**config.mk**
```make
export PLATFORM = sky130hd
export DESIGN_NAME = serial_acc_adder
export DESIGN_NICKNAME = d
export VERILOG_FILES = /design/src/rtl/serial_acc_pkg.sv /design/src/rtl/sa_shift_reg.sv /design/src/rtl/sa_fa_carry.sv /design/src/rtl/sa_sequencer.sv /design/src/rtl/serial_acc_adder.sv
export SDC_FILE = /design/constraint.sdc
export NUM_CORES = 1
export LEC_CHECK = 0
export BUFFER_PORTS_ARGS = -buffer_cell sky130_fd_sc_hd__buf_2
export CELL_PAD_IN_SITES_DETAIL_PLACEMENT = 1
export CELL_PAD_IN_SITES_GLOBAL_PLACEMENT = 1
export CORE_MARGIN = 3
export CORE_UTILIZATION = 40
export CTS_BUF_LIST = sky130_fd_sc_hd__clkbuf_4
export CTS_CLUSTER_SIZE = 25
export DETAILED_ROUTE_END_ITERATION = 8
export MAX_ROUTING_LAYER = met4
export PLACE_DENSITY_LB_ADDON = 0.25
export SLEW_MARGIN = 20
export SYNTH_ARGS = -nofsm -noshare
export SYNTH_HDL_FRONTEND = slang
export SYNTH_SLANG_ARGS = --single-unit
```
**constraint.sdc**
```tcl
create_clock -name clk_i -period 1.2 [get_ports clk_i]
set_input_delay 0 -clock clk_i [delete_from_list [all_inputs] [get_ports clk_i]]
set_output_delay 0 -clock clk_i [all_outputs]
set_load 0.02 [all_outputs]
```
**src/rtl/serial_acc_pkg.sv**
```systemverilog
package serial_acc_pkg;
  typedef enum logic {
    SEQ_IDLE  = 1'b0,
    SEQ_SHIFT = 1'b1
  } seq_state_e;
endpackage

```
**src/rtl/sa_shift_reg.sv**
```systemverilog
module sa_shift_reg #(
  parameter int WIDTH = 8
) (
  input  logic             clk_i,
  input  logic             rst_ni,
  input  logic             load_en_i,
  input  logic [WIDTH-1:0] load_val_i,
  input  logic             shift_en_i,
  input  logic             ser_i,
  output logic [WIDTH-1:0] q_o
);
  logic [WIDTH-1:0] q_q;

  always_ff @(posedge clk_i or negedge rst_ni) begin
    if (!rst_ni)         q_q <= '0;
    else if (shift_en_i) q_q <= {ser_i, q_q[WIDTH-1:1]};
    else if (load_en_i)  q_q <= load_val_i;
  end

  assign q_o = q_q;

  assert_shift_right_R6: assert property (@(posedge clk_i) disable iff (!rst_ni)
    shift_en_i |=> (q_o[WIDTH-1] == $past(ser_i)) && (q_o[WIDTH-2:0] == $past(q_o[WIDTH-1:1])));

  assert_par_load_R2: assert property (@(posedge clk_i) disable iff (!rst_ni)
    (load_en_i && !shift_en_i) |=> q_o == $past(load_val_i));
endmodule

```
**src/rtl/sa_fa_carry.sv**
```systemverilog
module sa_fa_carry (
  input  logic clk_i,
  input  logic rst_ni,
  input  logic clr_i,
  input  logic en_i,
  input  logic a_bit_i,
  input  logic b_bit_i,
  output logic sum_o,
  output logic carry_o
);
  logic carry_q;

  // JK behaviour: set on 1/1, clear on 0/0, hold otherwise
  always_ff @(posedge clk_i or negedge rst_ni) begin
    if (!rst_ni)                      carry_q <= 1'b0;
    else if (clr_i)                   carry_q <= 1'b0;
    else if (en_i && a_bit_i && b_bit_i)   carry_q <= 1'b1;
    else if (en_i && !a_bit_i && !b_bit_i) carry_q <= 1'b0;
  end

  assign sum_o   = a_bit_i ^ b_bit_i ^ carry_q;
  assign carry_o = carry_q;

  assert_carry_clear_R5: assert property (@(posedge clk_i) disable iff (!rst_ni)
    clr_i |=> !carry_o);

  assert_carry_set_R5: assert property (@(posedge clk_i) disable iff (!rst_ni)
    (en_i && !clr_i && a_bit_i && b_bit_i) |=> carry_o);

  assert_carry_hold_R5: assert property (@(posedge clk_i) disable iff (!rst_ni)
    (!clr_i && (!en_i || (a_bit_i != b_bit_i))) |=> $stable(carry_o));
endmodule

```
**src/rtl/sa_sequencer.sv**
```systemverilog
module sa_sequencer
  import serial_acc_pkg::*;
#(
  parameter int WIDTH = 8
) (
  input  logic clk_i,
  input  logic rst_ni,
  input  logic start_i,
  output logic accept_o,
  output logic busy_o,
  output logic done_o
);
  localparam int CNT_W = $clog2(WIDTH + 1);
  localparam logic [CNT_W-1:0] LAST = CNT_W'(WIDTH - 1);

  seq_state_e       state_q;
  logic [CNT_W-1:0] cnt_q;
  logic             done_q;

  always_ff @(posedge clk_i or negedge rst_ni) begin
    if (!rst_ni) begin
      state_q <= SEQ_IDLE;
      cnt_q   <= '0;
      done_q  <= 1'b0;
    end else begin
      done_q <= 1'b0;
      case (state_q)
        SEQ_IDLE: if (start_i) begin
          state_q <= SEQ_SHIFT;
          cnt_q   <= '0;
        end
        SEQ_SHIFT: begin
          cnt_q <= cnt_q + 1'b1;
          if (cnt_q == LAST) begin
            state_q <= SEQ_IDLE;
            done_q  <= 1'b1;
          end
        end
        default: state_q <= SEQ_IDLE;
      endcase
    end
  end

  assign busy_o   = (state_q == SEQ_SHIFT);
  assign accept_o = start_i && (state_q == SEQ_IDLE);
  assign done_o   = done_q;

  assert_done_pulse_R3: assert property (@(posedge clk_i) disable iff (!rst_ni)
    done_o |=> !done_o);

  assert_accept_begins_R3: assert property (@(posedge clk_i) disable iff (!rst_ni)
    accept_o |=> busy_o && (cnt_q == '0));

  assert_no_restart_R7: assert property (@(posedge clk_i) disable iff (!rst_ni)
    (busy_o && cnt_q != LAST) |=> busy_o && (cnt_q == $past(cnt_q) + 1'b1));

  assert_finish_R3: assert property (@(posedge clk_i) disable iff (!rst_ni)
    (busy_o && cnt_q == LAST) |=> !busy_o && done_o);
endmodule

```
**src/rtl/serial_acc_adder.sv**
```systemverilog
module serial_acc_adder #(
  parameter int WIDTH = 8
) (
  input  logic             clk_i,
  input  logic             rst_ni,
  input  logic             load_acc_i,
  input  logic [WIDTH-1:0] acc_par_i,
  input  logic             load_opd_i,
  input  logic [WIDTH-1:0] opd_par_i,
  input  logic             start_i,
  input  logic             opd_ser_i,
  output logic             done_o,
  output logic             carry_o,
  output logic [WIDTH-1:0] acc_o
);
  logic             accept, busy, sum_bit;
  logic [WIDTH-1:0] acc_q, opd_q;

  sa_sequencer #(.WIDTH(WIDTH)) u_seq (
    .clk_i    (clk_i),
    .rst_ni   (rst_ni),
    .start_i  (start_i),
    .accept_o (accept),
    .busy_o   (busy),
    .done_o   (done_o)
  );

  sa_shift_reg #(.WIDTH(WIDTH)) u_acc_reg (
    .clk_i      (clk_i),
    .rst_ni     (rst_ni),
    .load_en_i  (load_acc_i && !busy),
    .load_val_i (acc_par_i),
    .shift_en_i (busy),
    .ser_i      (sum_bit),
    .q_o        (acc_q)
  );

  sa_shift_reg #(.WIDTH(WIDTH)) u_opd_reg (
    .clk_i      (clk_i),
    .rst_ni     (rst_ni),
    .load_en_i  (load_opd_i && !busy),
    .load_val_i (opd_par_i),
    .shift_en_i (busy),
    .ser_i      (opd_ser_i),
    .q_o        (opd_q)
  );

  sa_fa_carry u_fa (
    .clk_i   (clk_i),
    .rst_ni  (rst_ni),
    .clr_i   (accept),
    .en_i    (busy),
    .a_bit_i (acc_q[0]),
    .b_bit_i (opd_q[0]),
    .sum_o   (sum_bit),
    .carry_o (carry_o)
  );

  assign acc_o = acc_q;

  assert_idle_hold_R9: assert property (@(posedge clk_i) disable iff (!rst_ni)
    (!busy && !load_acc_i) |=> $stable(acc_o));

  assert_busy_ignores_load_R7: assert property (@(posedge clk_i) disable iff (!rst_ni)
    (busy && load_acc_i) |=> acc_o[WIDTH-2:0] == $past(acc_o[WIDTH-1:1]));
endmodule

```
==> summary.json, run 1 <==
{
  "num-fill-cells": {"value": 290},
  "routabilityCongestion": {"value": 0.696},
  "setup.worst_path.end_class": {"value": "register"},
  "grt_pass1_wl": {"value": 4.13, "unit": "mm"},
  "synth_area_leader_cell": {"value": "dfrtp_1"},
  "slew_headroom": {"value": 66.1, "unit": "%"},
  "cp-start-kind": {"value": "register"},
  "antenna_found_initial": {"value": 0},
  "gr-usage-all-layers": {"value": 16.7, "unit": "%"},
  "flow.area_growth_from_synthesis": {"value": 29.7, "unit": "%"},
  "layout.cells.most_common_list": {"value": "31 x buf_2, 23 x dfrtp_1, 18 x mux2i_1"},
  "final.setup.tns": {"value": 0, "unit": "ns"},
  "synth_area_in_adders": {"value": 2.13, "unit": "%"},
  "critical_path_required": {"value": 1.41, "unit": "ns"},
  "rsz_0062_raised_after_global_routing": {"value": "no"},
  "internal_power": {"value": 1.94, "unit": "mW"},
  "avgViaCountPerCell": {"value": 5.04},
  "cts-htree-levels": {"value": 1},
  "finalMaxSlewViolations": {"value": 0},
  "synth_xor_xnor_area_share": {"value": 3.31, "unit": "%"},
  "synth_warnings": {"value": 0},
  "mappedNetlistNets": {"value": 118},
  "dp.final_hpwl": {"value": 1.68, "unit": "mm"},
  "ant_nets_after_route": {"value": 0},
  "clock_sink_count": {"value": 23},
  "synth.mux.area_fraction": {"value": 17.0, "unit": "%"},
  "route.final.wire_length": {"value": 2.33, "unit": "mm"},
  "actual_transition_at_the_worst_max_transition_pin": {"value": 0.508, "unit": "ns"},
  "number_of_global_route_vias_before_repair": {"value": 904},
  "netSwitchingPower": {"value": 1.28, "unit": "mW"},
  "rows": {"value": 18},
  "maxCapViolations": {"value": 0},
  "synth_area_leaders": {"value": "dfrtp_1 54%, mux2i_1 17%, o21ai_0 7.6%"},
  "cts_made_buffers": {"value": 3},
  "grt_start_max_net_pins": {"value": 27},
  "dieHeight": {"value": 57.4, "unit": "um"},
  "cts-root-to-sink-buffers": {"value": 2},
  "port-buffer-count": {"value": 31},
  "post_synth.cell_area_avg": {"value": 11.1, "unit": "sq um"},
  "cts_setup_buffers": {"value": 0},
  "postSynthCellCount": {"value": 95},
  "final_critical_path_required_period": {"value": 1.09, "unit": "ns"},
  "power.share.combinational": {"value": 43.1, "unit": "%"},
  "worst_clk_skew": {"value": 0.00686, "unit": "ns"},
  "clkTransAtPathRegs": {"value": 0.12, "unit": "ns"},
  "dominant_combinational_cell_family_by_area_after_synthesis": {"value": "multiplexers"},
  "cts.root.buffer_cell": {"value": "clkbuf_4"},
  "antennaDiodeCount": {"value": 0},
  "final_common_cell": {"value": "buf_2"},
  "avgRoutedWirePerCell": {"value": 13.9, "unit": "um"},
  "power.share.switching": {"value": 39.8, "unit": "%"},
  "timing.setup.critical_path_class": {"value": "reg -> reg"},
  "drt_drc_violations_left": {"value": 0},
  "nets": {"value": 161},
  "globalRouteOverflowTotal": {"value": 0},
  "power-per-cell-area": {"value": 2350, "unit": "mW/mm^2"},
  "post_synth_num_cell_types": {"value": 16},
  "final-hold-violation-count": {"value": 0},
  "seq_power_share": {"value": 45.3, "unit": "%"},
  "initial_standard_cell_utilization_of_the_core": {"value": 42.3, "unit": "%"},
  "firstDrtPassIters": {"value": 3},
  "final_setup_fails": {"value": 0},
  "fp.dieW": {"value": 57.4, "unit": "um"},
  "crit_arrival": {"value": 1.31, "unit": "ns"},
  "synth_compound_gate_area_share": {"value": 10.0, "unit": "%"},
  "synth.cell_area": {"value": 0.00106, "unit": "sq mm"},
  "finalCritPeriodShare": {"value": 91.1, "unit": "%"},
  "tritoncts": {"value": "yes"},
  "synth-seq-cells": {"value": 23},
  "static-leakage-power": {"value": 0.717, "unit": "nW"},
  "design.die.area": {"value": 0.00330, "unit": "sq mm"},
  "vias": {"value": 841},
  "worstPathMaxFanout": {"value": 4},
  "power.share.clock": {"value": 11.7, "unit": "%"},
  "core_area": {"value": 0.00250, "unit": "sq mm"},
  "io-pin-count": {"value": 32},
  "first_iter_violations": {"value": 17},
  "worst_skew_pair.late_latency": {"value": 0.31, "unit": "ns"},
  "totalPowerFinal": {"value": 3.22, "unit": "mW"},
  "outcome": {"value": "complete, no violations"},
  "post_route_cells_drive_above_1_share": {"value": 27.0, "unit": "%"},
  "max_clock_freq": {"value": 915, "unit": "MHz"},
  "synth_simple_gate_area_share": {"value": 8.98, "unit": "%"},
  "worst_ir_drop_vdd": {"value": 1.26, "unit": "mV"},
  "yosysSeqAreaShare": {"value": 54.4, "unit": "%"},
  "hp_class": {"value": "in -> reg"},
  "synth_largest_type_area_fraction": {"value": 54.4, "unit": "%"}
}
==> path summary, 6_finish.rpt <==
kind                                  start  slack (ns)          endpoint  cells after the start
max                            u_fa.carry_o        0.11      u_fa.carry_o                      2
min                            opd_par_i[5]      0.0009  u_opd_reg.q_o[5]                      3
max reg2reg                    u_fa.carry_o        0.11      u_fa.carry_o                      2
min reg2reg                u_opd_reg.q_o[1]        0.49  u_opd_reg.q_o[0]                      2
max in group asynchronous            rst_ni        0.67  u_acc_reg.q_o[3]                      2
min in group asynchronous            rst_ni        0.18      u_fa.carry_o                      2
==> critical path: stages (launching register included) <==
cell and delay [ns]:
dfrtp_1 0.44, maj3_1 0.37, a22o_1 0.19
==> stage by stage <==
stage / worst slack, ns / cells / hold WS [ns] / cell area, sq um / utilization [%]
2_1_floorplan: 0.0792 / 95 / -0.296 / 1060 / -
3_3_place_gp: 0.156 / 151 / 0.00361 / 1220 / 48.9
3_5_place_dp: 0.111 / 151 / -0.000743 / 1220 / 48.9
5_1_grt: 0.0468 / 167 / 0.0135 / 1370 / 54.9
6_report: 0.107 / 167 / 0.000853 / 1370 / 54.9
4_1_cts: 0.0970 / 167 / 0.0000707 / 1370 / 54.9
==> what timing repair did <==
action	CTS	global route
hold buffers	12	0
endpoints found under the hold margin	35	0
resized for setup	0	0
==> synth_stat cells (all sizes together) <==
cell type  number
a22o            3
and4b           1
buf             6
clkbuf          1
dfrtp          23
ha              1
maj3            1
mux2i          18
nand2          16
nand2b          2
nand3           1
nor2            2
o21ai          16
xnor2           2
xor2            2
==> power by group through the flow <==
stage	Clock, mW	Sequential (mW)	Combinational (mW)
after CTS	0.388	1.46	1.42
after detailed placement	0	1.48	1.39
final	0.376	1.46	1.39
after global placement	0	1.45	1.30
after floorplan	0	1.58	0.865
after global routing	0.428	1.53	1.58
==> metal layers <==
metal / wire, um / vias up / global-route usage (%)
li1: - / 408 / -
met1: 1010 / 404 / 21.3
met2: 1160 / 24 / 26.8
met3: 117 / 5 / 2.71
met4: 42 / 0 / 5.96
met5: 0 / - / -
==> flip-flops by register name (all words and copies together) (netlist names) <==
name,cells
u_opd_reg.q_o,8
u_seq.busy_o,1
u_fa.carry_o,1
u_seq.done_o,1
u_acc_reg.q_o,8
u_seq.cnt_q,4
==> layout make-up <==
| type | instances | area (sq um) | area share [%] |
|---|---|---|---|
| multi-input combinational | 65 | 439 | 32.0 |
| tap | 30 | 37.5 | 2.73 |
| clock buffer | 4 | 30.0 | 2.19 |
| timing repair buffer | 45 | 290 | 21.1 |
| sequential | 23 | 576 | 41.9 |
==> kinds of logic after synthesis <==
logic type,Yosys count
AO/OA/AOI/OAI,19
XOR/XNOR,4
adder cells (fa/ha/maj),2
buffers and inverters,7
flip-flops,23
multiplexers,18
AND/OR/NAND/NOR,22
Note: power is estimated with default switching activity, not from simulation.
==> run 2, diff against run 1 <==
Settings changed: CORE_MARGIN 3 to 2.
==> run 2 against run 1 <==
Clock skew decreased by 0.0023 ns. Sequential power about the same. Maximum frequency decreased by 0.88%. First-iteration DRC count decreased by 47%. Clock-buffer cell count unchanged. Final cell count increased by 1.2%. Via count increased by 0.12%. Utilization increased by 0.80 points. Final area increased by 1.5%. Flip-flop and latch count unchanged. Sequential share of layout area decreased by 0.60 points. Largest cell class unchanged. Highest routed layer unchanged.
==> summary.json, run 2 (synthesized netlist as in run 1, its figures left out) <==
{
  "globalRouteOverflowTotal": {"value": 0},
  "worst_clk_skew": {"value": 0.00460, "unit": "ns"},
  "critical_path_cell_count": {"value": 2},
  "gr-usage-all-layers": {"value": 17.3, "unit": "%"},
  "dp.final_hpwl": {"value": 1.60, "unit": "mm"},
  "firstDrtPassIters": {"value": 2},
  "place_ws": {"value": 0.111, "unit": "ns"},
  "rows": {"value": 18},
  "worst_r2r_path_depth": {"value": 2},
  "post_cts_resize_count": {"value": 0},
  "actual_transition_at_the_worst_max_transition_pin": {"value": 0.502, "unit": "ns"},
  "seq_power_share": {"value": 45.0, "unit": "%"},
  "internal_power": {"value": 1.94, "unit": "mW"},
  "cts_setup_buffers": {"value": 0},
  "hp_class": {"value": "in -> reg"},
  "avgViaCountPerCell": {"value": 4.98},
  "static-leakage-power": {"value": 0.726, "unit": "nW"},
  "dieHeight": {"value": 55.4, "unit": "um"},
  "timing.rr.start": {"value": "u_fa.carry_o"},
  "cts_made_buffers": {"value": 3},
  "final-hold-violation-count": {"value": 0},
  "max_clock_freq": {"value": 907, "unit": "MHz"},
  "timing.critical_path.from": {"value": "u_fa.carry_o"},
  "first_iter_violations": {"value": 9},
  "slew_headroom": {"value": 66.5, "unit": "%"},
  "nets": {"value": 163},
  "layout.cells.most_common_list": {"value": "31 x buf_2, 23 x dfrtp_1, 18 x mux2i_1"},
  "maxCapViolations": {"value": 0},
  "setup_slack": {"value": 0.0976, "unit": "ns"},
  "layout.cells.non_filler": {"value": 169},
  "port-buffer-count": {"value": 31},
  "drt_drc_violations_left": {"value": 0},
  "critical_path_cell_by_cell": {"value": "maj3_1, a22o_1"},
  "totalPowerFinal": {"value": 3.23, "unit": "mW"},
  "cts-htree-levels": {"value": 1},
  "tritoncts": {"value": "yes"},
  "rsz_0062_raised_after_global_routing": {"value": "no"},
  "power.share.combinational": {"value": 43.6, "unit": "%"},
  "antennaDiodeCount": {"value": 0},
  "design.die.area": {"value": 0.00307, "unit": "sq mm"},
  "post_route_cells_drive_above_1_share": {"value": 26.6, "unit": "%"},
  "placement.cell_area": {"value": 0.00122, "unit": "sq mm"},
  "layout.core_utilization": {"value": 55.7, "unit": "%"},
  "cts.root.buffer_cell": {"value": "clkbuf_4"},
  "clock_sink_count": {"value": 23},
  "hp-start": {"value": "acc_par_i[3]"},
  "worstReg2RegEnd": {"value": "u_fa.carry_o"},
  "flow.area_growth_from_synthesis": {"value": 31.6, "unit": "%"},
  "routabilityCongestion": {"value": 0.709},
  "netSwitchingPower": {"value": 1.29, "unit": "mW"},
  "final_setup_fails": {"value": 0},
  "worst_ir_drop_vdd": {"value": 1.22, "unit": "mV"},
  "clkTransAtPathRegs": {"value": 0.12, "unit": "ns"},
  "power.share.switching": {"value": 39.9, "unit": "%"},
  "final.setup.tns": {"value": 0, "unit": "ns"},
  "critical_path_required": {"value": 1.40, "unit": "ns"},
  "rrSetupSlack": {"value": 0.1, "unit": "ns"},
  "critical_path_buf_inv_count": {"value": 0},
  "power.share.clock": {"value": 11.4, "unit": "%"},
  "finalMaxSlewViolations": {"value": 0},
  "worstPathMaxFanout": {"value": 4},
  "final_critical_path_required_period": {"value": 1.10, "unit": "ns"},
  "finalCritPeriodShare": {"value": 91.9, "unit": "%"},
  "grt_start_max_net_pins": {"value": 28},
  "final_common_cell": {"value": "buf_2"},
  "worst_skew_pair.late_latency": {"value": 0.30, "unit": "ns"},
  "grt_pass1_wl": {"value": 4.14, "unit": "mm"},
  "cpLargestDelayFamily": {"value": "flip-flops"},
  "ant_nets_after_route": {"value": 0},
  "core_area": {"value": 0.00250, "unit": "sq mm"},
  "hold_buffers": {"value": 12},
  "worst_path_max_delay_cell": {"value": "dfrtp_1"},
  "antenna_found_initial": {"value": 0},
  "setup.worst_path.end_class": {"value": "register"},
  "final_cell_area_excluding_filler_cells": {"value": 0.00139, "unit": "sq mm"},
  "power-per-cell-area": {"value": 2320, "unit": "mW/mm^2"},
  "vias": {"value": 842},
  "cp-start-kind": {"value": "register"},
  "outcome": {"value": "complete, no violations"},
  "fp.dieW": {"value": 55.4, "unit": "um"},
  "crit_arrival": {"value": 1.30, "unit": "ns"},
  "setup.worst_path.end": {"value": "u_fa.carry_o"},
  "numPlacedInstances": {"value": 151},
  "io-pin-count": {"value": 32},
  "number_of_global_route_vias_before_repair": {"value": 906},
  "initial_standard_cell_utilization_of_the_core": {"value": 42.3, "unit": "%"},
  "cts-root-to-sink-buffers": {"value": 2},
  "timing.setup.critical_path_class": {"value": "reg -> reg"},
  "route.final.wire_length": {"value": 2.30, "unit": "mm"},
  "final.hold.worst_slack": {"value": 0.0153, "unit": "ns"},
  "critical_path.max_stage_delay": {"value": 0.44, "unit": "ns"},
  "avgRoutedWirePerCell": {"value": 13.6, "unit": "um"}
}
==> run 2: worst min-delay path by stage <==
stage | endpoint | slack (ns) | cells after the start
floorplan | u_acc_reg.q_o[0] | -0.30 | 0
global placement | u_seq.done_o | 0.009 | 1
detailed placement | u_seq.done_o | 0.0005 | 1
CTS | u_opd_reg.q_o[3] | 0.001 | 3
global route | u_opd_reg.q_o[1] | 0.004 | 3
finish | u_acc_reg.q_o[3] | 0.02 | 3
==> run 2: layer usage <==
layer  share of wire (%)  vias to the layer above  track usage (%)
li1                    -                      412                -
met1                  47                      407             22.7
met2                  49                       21             27.7
met3                 3.7                        2             2.81
met4                0.65                        0             5.23
met5                   0                        -                -
==> run 2: power groups by stage <==
stage,registers [mW],clock network [mW],logic (mW)
6_report,1.45,0.369,1.41
5_1_grt,1.52,0.434,1.59
4_1_cts,1.46,0.383,1.42
3_5_place_dp,1.47,0,1.38
3_3_place_gp,1.44,0,1.31
2_1_floorplan,1.58,0,0.865
==> run 2: final cells by class <==
| type | instances | area (sq um) |
|---|---|---|
| clock buffer | 4 | 30.0 |
| fill | 278 | 1110 |
| sequential | 23 | 576 |
| tap | 30 | 37.5 |
| multi-input combinational | 65 | 439 |
| timing repair buffer | 47 | 310 |
==> run 2: worst reg2reg max path: stages (launching register included) <==
cell     delay (ns)
dfrtp_1        0.44
maj3_1         0.37
a22o_1         0.19
==> run 3, diff against run 2 <==
==> constraint.sdc (replaced) <==
create_clock -name clk_i -period 1.2 [get_ports clk_i]
set_input_delay 0 -clock clk_i [delete_from_list [all_inputs] [get_ports clk_i]]
set_output_delay 0 -clock clk_i [all_outputs]
set_load 0.05 [all_outputs]
==> run 3 against run 2 <==
The flow now finishes with violations (hold timing). Register-to-register slack is essentially flat. Via count grew 1.7%. Global-route usage grew 1.4 points. Sequential share of layout area shrank 0.35 points. Critical path type unchanged.
==> summary.json, run 3 (synthesized netlist as in run 1, its figures left out) <==
{
  "design.die.area": {"value": 0.00307, "unit": "sq mm"},
  "cts-root-to-sink-buffers": {"value": 2},
  "rsz_0062_raised_after_global_routing": {"value": "no"},
  "area.sequential": {"value": 577, "unit": "sq um"},
  "power-per-cell-area": {"value": 2580, "unit": "mW/mm^2"},
  "drt_drc_violations_left": {"value": 0},
  "initial_standard_cell_utilization_of_the_core": {"value": 42.3, "unit": "%"},
  "finalMaxSlewViolations": {"value": 0},
  "crit_arrival": {"value": 1.32, "unit": "ns"},
  "port-buffer-count": {"value": 31},
  "worst_ir_drop_vdd": {"value": 1.40, "unit": "mV"},
  "route.final.wire_length": {"value": 2.48, "unit": "mm"},
  "flow.area_growth_from_synthesis": {"value": 33.0, "unit": "%"},
  "critical_path_required": {"value": 1.42, "unit": "ns"},
  "avgRoutedWirePerCell": {"value": 14.6, "unit": "um"},
  "final_setup_fails": {"value": 0},
  "dieHeight": {"value": 55.4, "unit": "um"},
  "cpLargestDelayFamily": {"value": "flip-flops"},
  "cts_made_buffers": {"value": 3},
  "nets": {"value": 164},
  "rows": {"value": 18},
  "fp.dieW": {"value": 55.4, "unit": "um"},
  "number_of_global_route_vias_before_repair": {"value": 915},
  "final.setup.tns": {"value": 0, "unit": "ns"},
  "cts_setup_buffers": {"value": 0},
  "worstPathMaxFanout": {"value": 4},
  "whs_path_depth": {"value": 3},
  "critical_path_cell_by_cell": {"value": "maj3_1, a22o_1"},
  "hp_class": {"value": "in -> reg"},
  "layout.cells.most_common_list": {"value": "31 x buf_2, 22 x dfrtp_1, 18 x mux2i_1"},
  "grt_start_max_net_pins": {"value": 27},
  "critical_path.max_stage_delay": {"value": 0.45, "unit": "ns"},
  "cts-htree-levels": {"value": 1},
  "final.hold.worst_slack": {"value": -0.00148, "unit": "ns"},
  "critical_path_cell_count": {"value": 2},
  "first_iter_violations": {"value": 12},
  "core_area": {"value": 0.00250, "unit": "sq mm"},
  "outcome": {"value": "finished, violations left"},
  "static-leakage-power": {"value": 0.730, "unit": "nW"},
  "timing.setup.critical_path_class": {"value": "reg -> reg"},
  "avgViaCountPerCell": {"value": 5.04},
  "antennaDiodeCount": {"value": 0},
  "grt_pass1_wl": {"value": 4.30, "unit": "mm"},
  "tritoncts": {"value": "yes"},
  "actual_transition_at_the_worst_max_transition_pin": {"value": 0.504, "unit": "ns"},
  "routabilityCongestion": {"value": 0.715},
  "ant_nets_after_route": {"value": 0},
  "dp.final_hpwl": {"value": 1.70, "unit": "mm"},
  "antenna_found_initial": {"value": 0},
  "final-hold-violation-count": {"value": 1},
  "critical_path_buf_inv_count": {"value": 0},
  "slew_headroom": {"value": 66.4, "unit": "%"},
  "clkTransAtPathRegs": {"value": 0.13, "unit": "ns"},
  "final_critical_path_required_period": {"value": 1.10, "unit": "ns"},
  "final_common_cell": {"value": "buf_2"},
  "cp-start-kind": {"value": "register"},
  "multi_input_area": {"value": 439, "unit": "sq um"},
  "worst_skew_pair.late_latency": {"value": 0.33, "unit": "ns"},
  "cts.root.buffer_cell": {"value": "clkbuf_4"},
  "vias": {"value": 856},
  "max_clock_freq": {"value": 911, "unit": "MHz"},
  "firstDrtPassIters": {"value": 2},
  "num-fill-cells": {"value": 287},
  "worst_r2r_path_depth": {"value": 2},
  "setup.worst_path.end_class": {"value": "register"},
  "maxCapViolations": {"value": 0},
  "finalCritPeriodShare": {"value": 91.4, "unit": "%"},
  "post_route_cells_drive_above_1_share": {"value": 27.1, "unit": "%"},
  "gr-usage-all-layers": {"value": 18.7, "unit": "%"},
  "clock_sink_count": {"value": 23},
  "io-pin-count": {"value": 32},
  "worst_clk_skew": {"value": 0.00725, "unit": "ns"},
  "globalRouteOverflowTotal": {"value": 0},
  "failing_checks": {"value": "hold timing"},
  "worst_path_max_delay_cell": {"value": "dfrtp_2"}
}
==> run 3: cell count changes in the layout (fill, tap and decap cells not counted), sizes merged <==
| cell | before | now |
|---|---|---|
| dlygate4sd3 | 14 | 15 |
==> run 3: final cells by class <==
| type | instances | area share [%] |
|---|---|---|
| timing repair buffer | 48 | 23.0 |
| clock buffer | 4 | 2.13 |
| sequential | 23 | 41.0 |
| multi-input combinational | 65 | 31.2 |
| tap | 30 | 2.67 |
==> run 3: tightest hold or removal path: stages <==
cell and delay [ns]:
buf_2 0.07, mux2i_1 0.06, o21ai_0 0.16
==> run 3: power by group <==
part / switching, mW / internal, mW / total [mW]
clock network: 0.241 / 0.153 / 0.395
registers: 0.308 / 1.16 / 1.47
logic: 1.13 / 0.641 / 1.77
==> run 3: timing repair <==
item / 4_1_cts / 5_1_grt
gates resized for setup: 0 / 1
endpoints found under the setup margin: 0 / 1
hold buffers: 15 / 0
endpoints found under the hold margin: 38 / 0
==> run 3: per-layer routing <==
metal  track usage, %  wire length [um]
met1             22.3              1030
met5                -                 0
met2             30.4              1290
met4             8.36                55
met3             3.98               107
==> run 3: worst paths after layout <==
path                             startpoint          endpoint  slack [ns]
setup / recovery               u_fa.carry_o      u_fa.carry_o        0.10
hold / removal                 acc_par_i[3]  u_acc_reg.q_o[3]      -0.001
setup reg to reg               u_fa.carry_o      u_fa.carry_o        0.10
hold reg to reg            u_opd_reg.q_o[5]  u_opd_reg.q_o[4]        0.50
max in group asynchronous            rst_ni      u_fa.carry_o        0.68
min in group asynchronous            rst_ni  u_opd_reg.q_o[2]        0.16
==> run 3: through the flow <==
stage	total power, mW	cell area (sq um)	setup slack, ns	instances	utilization, %
final	3.64	1410	0.103	170	56.3
after CTS	3.68	1400	0.0927	170	56.2
after detailed placement	3.24	1220	0.119	151	48.9
after floorplan	2.80	1060	0.0249	95	-
after global placement	3.12	1220	0.145	151	48.9
after global routing	3.94	1410	0.0291	170	56.3
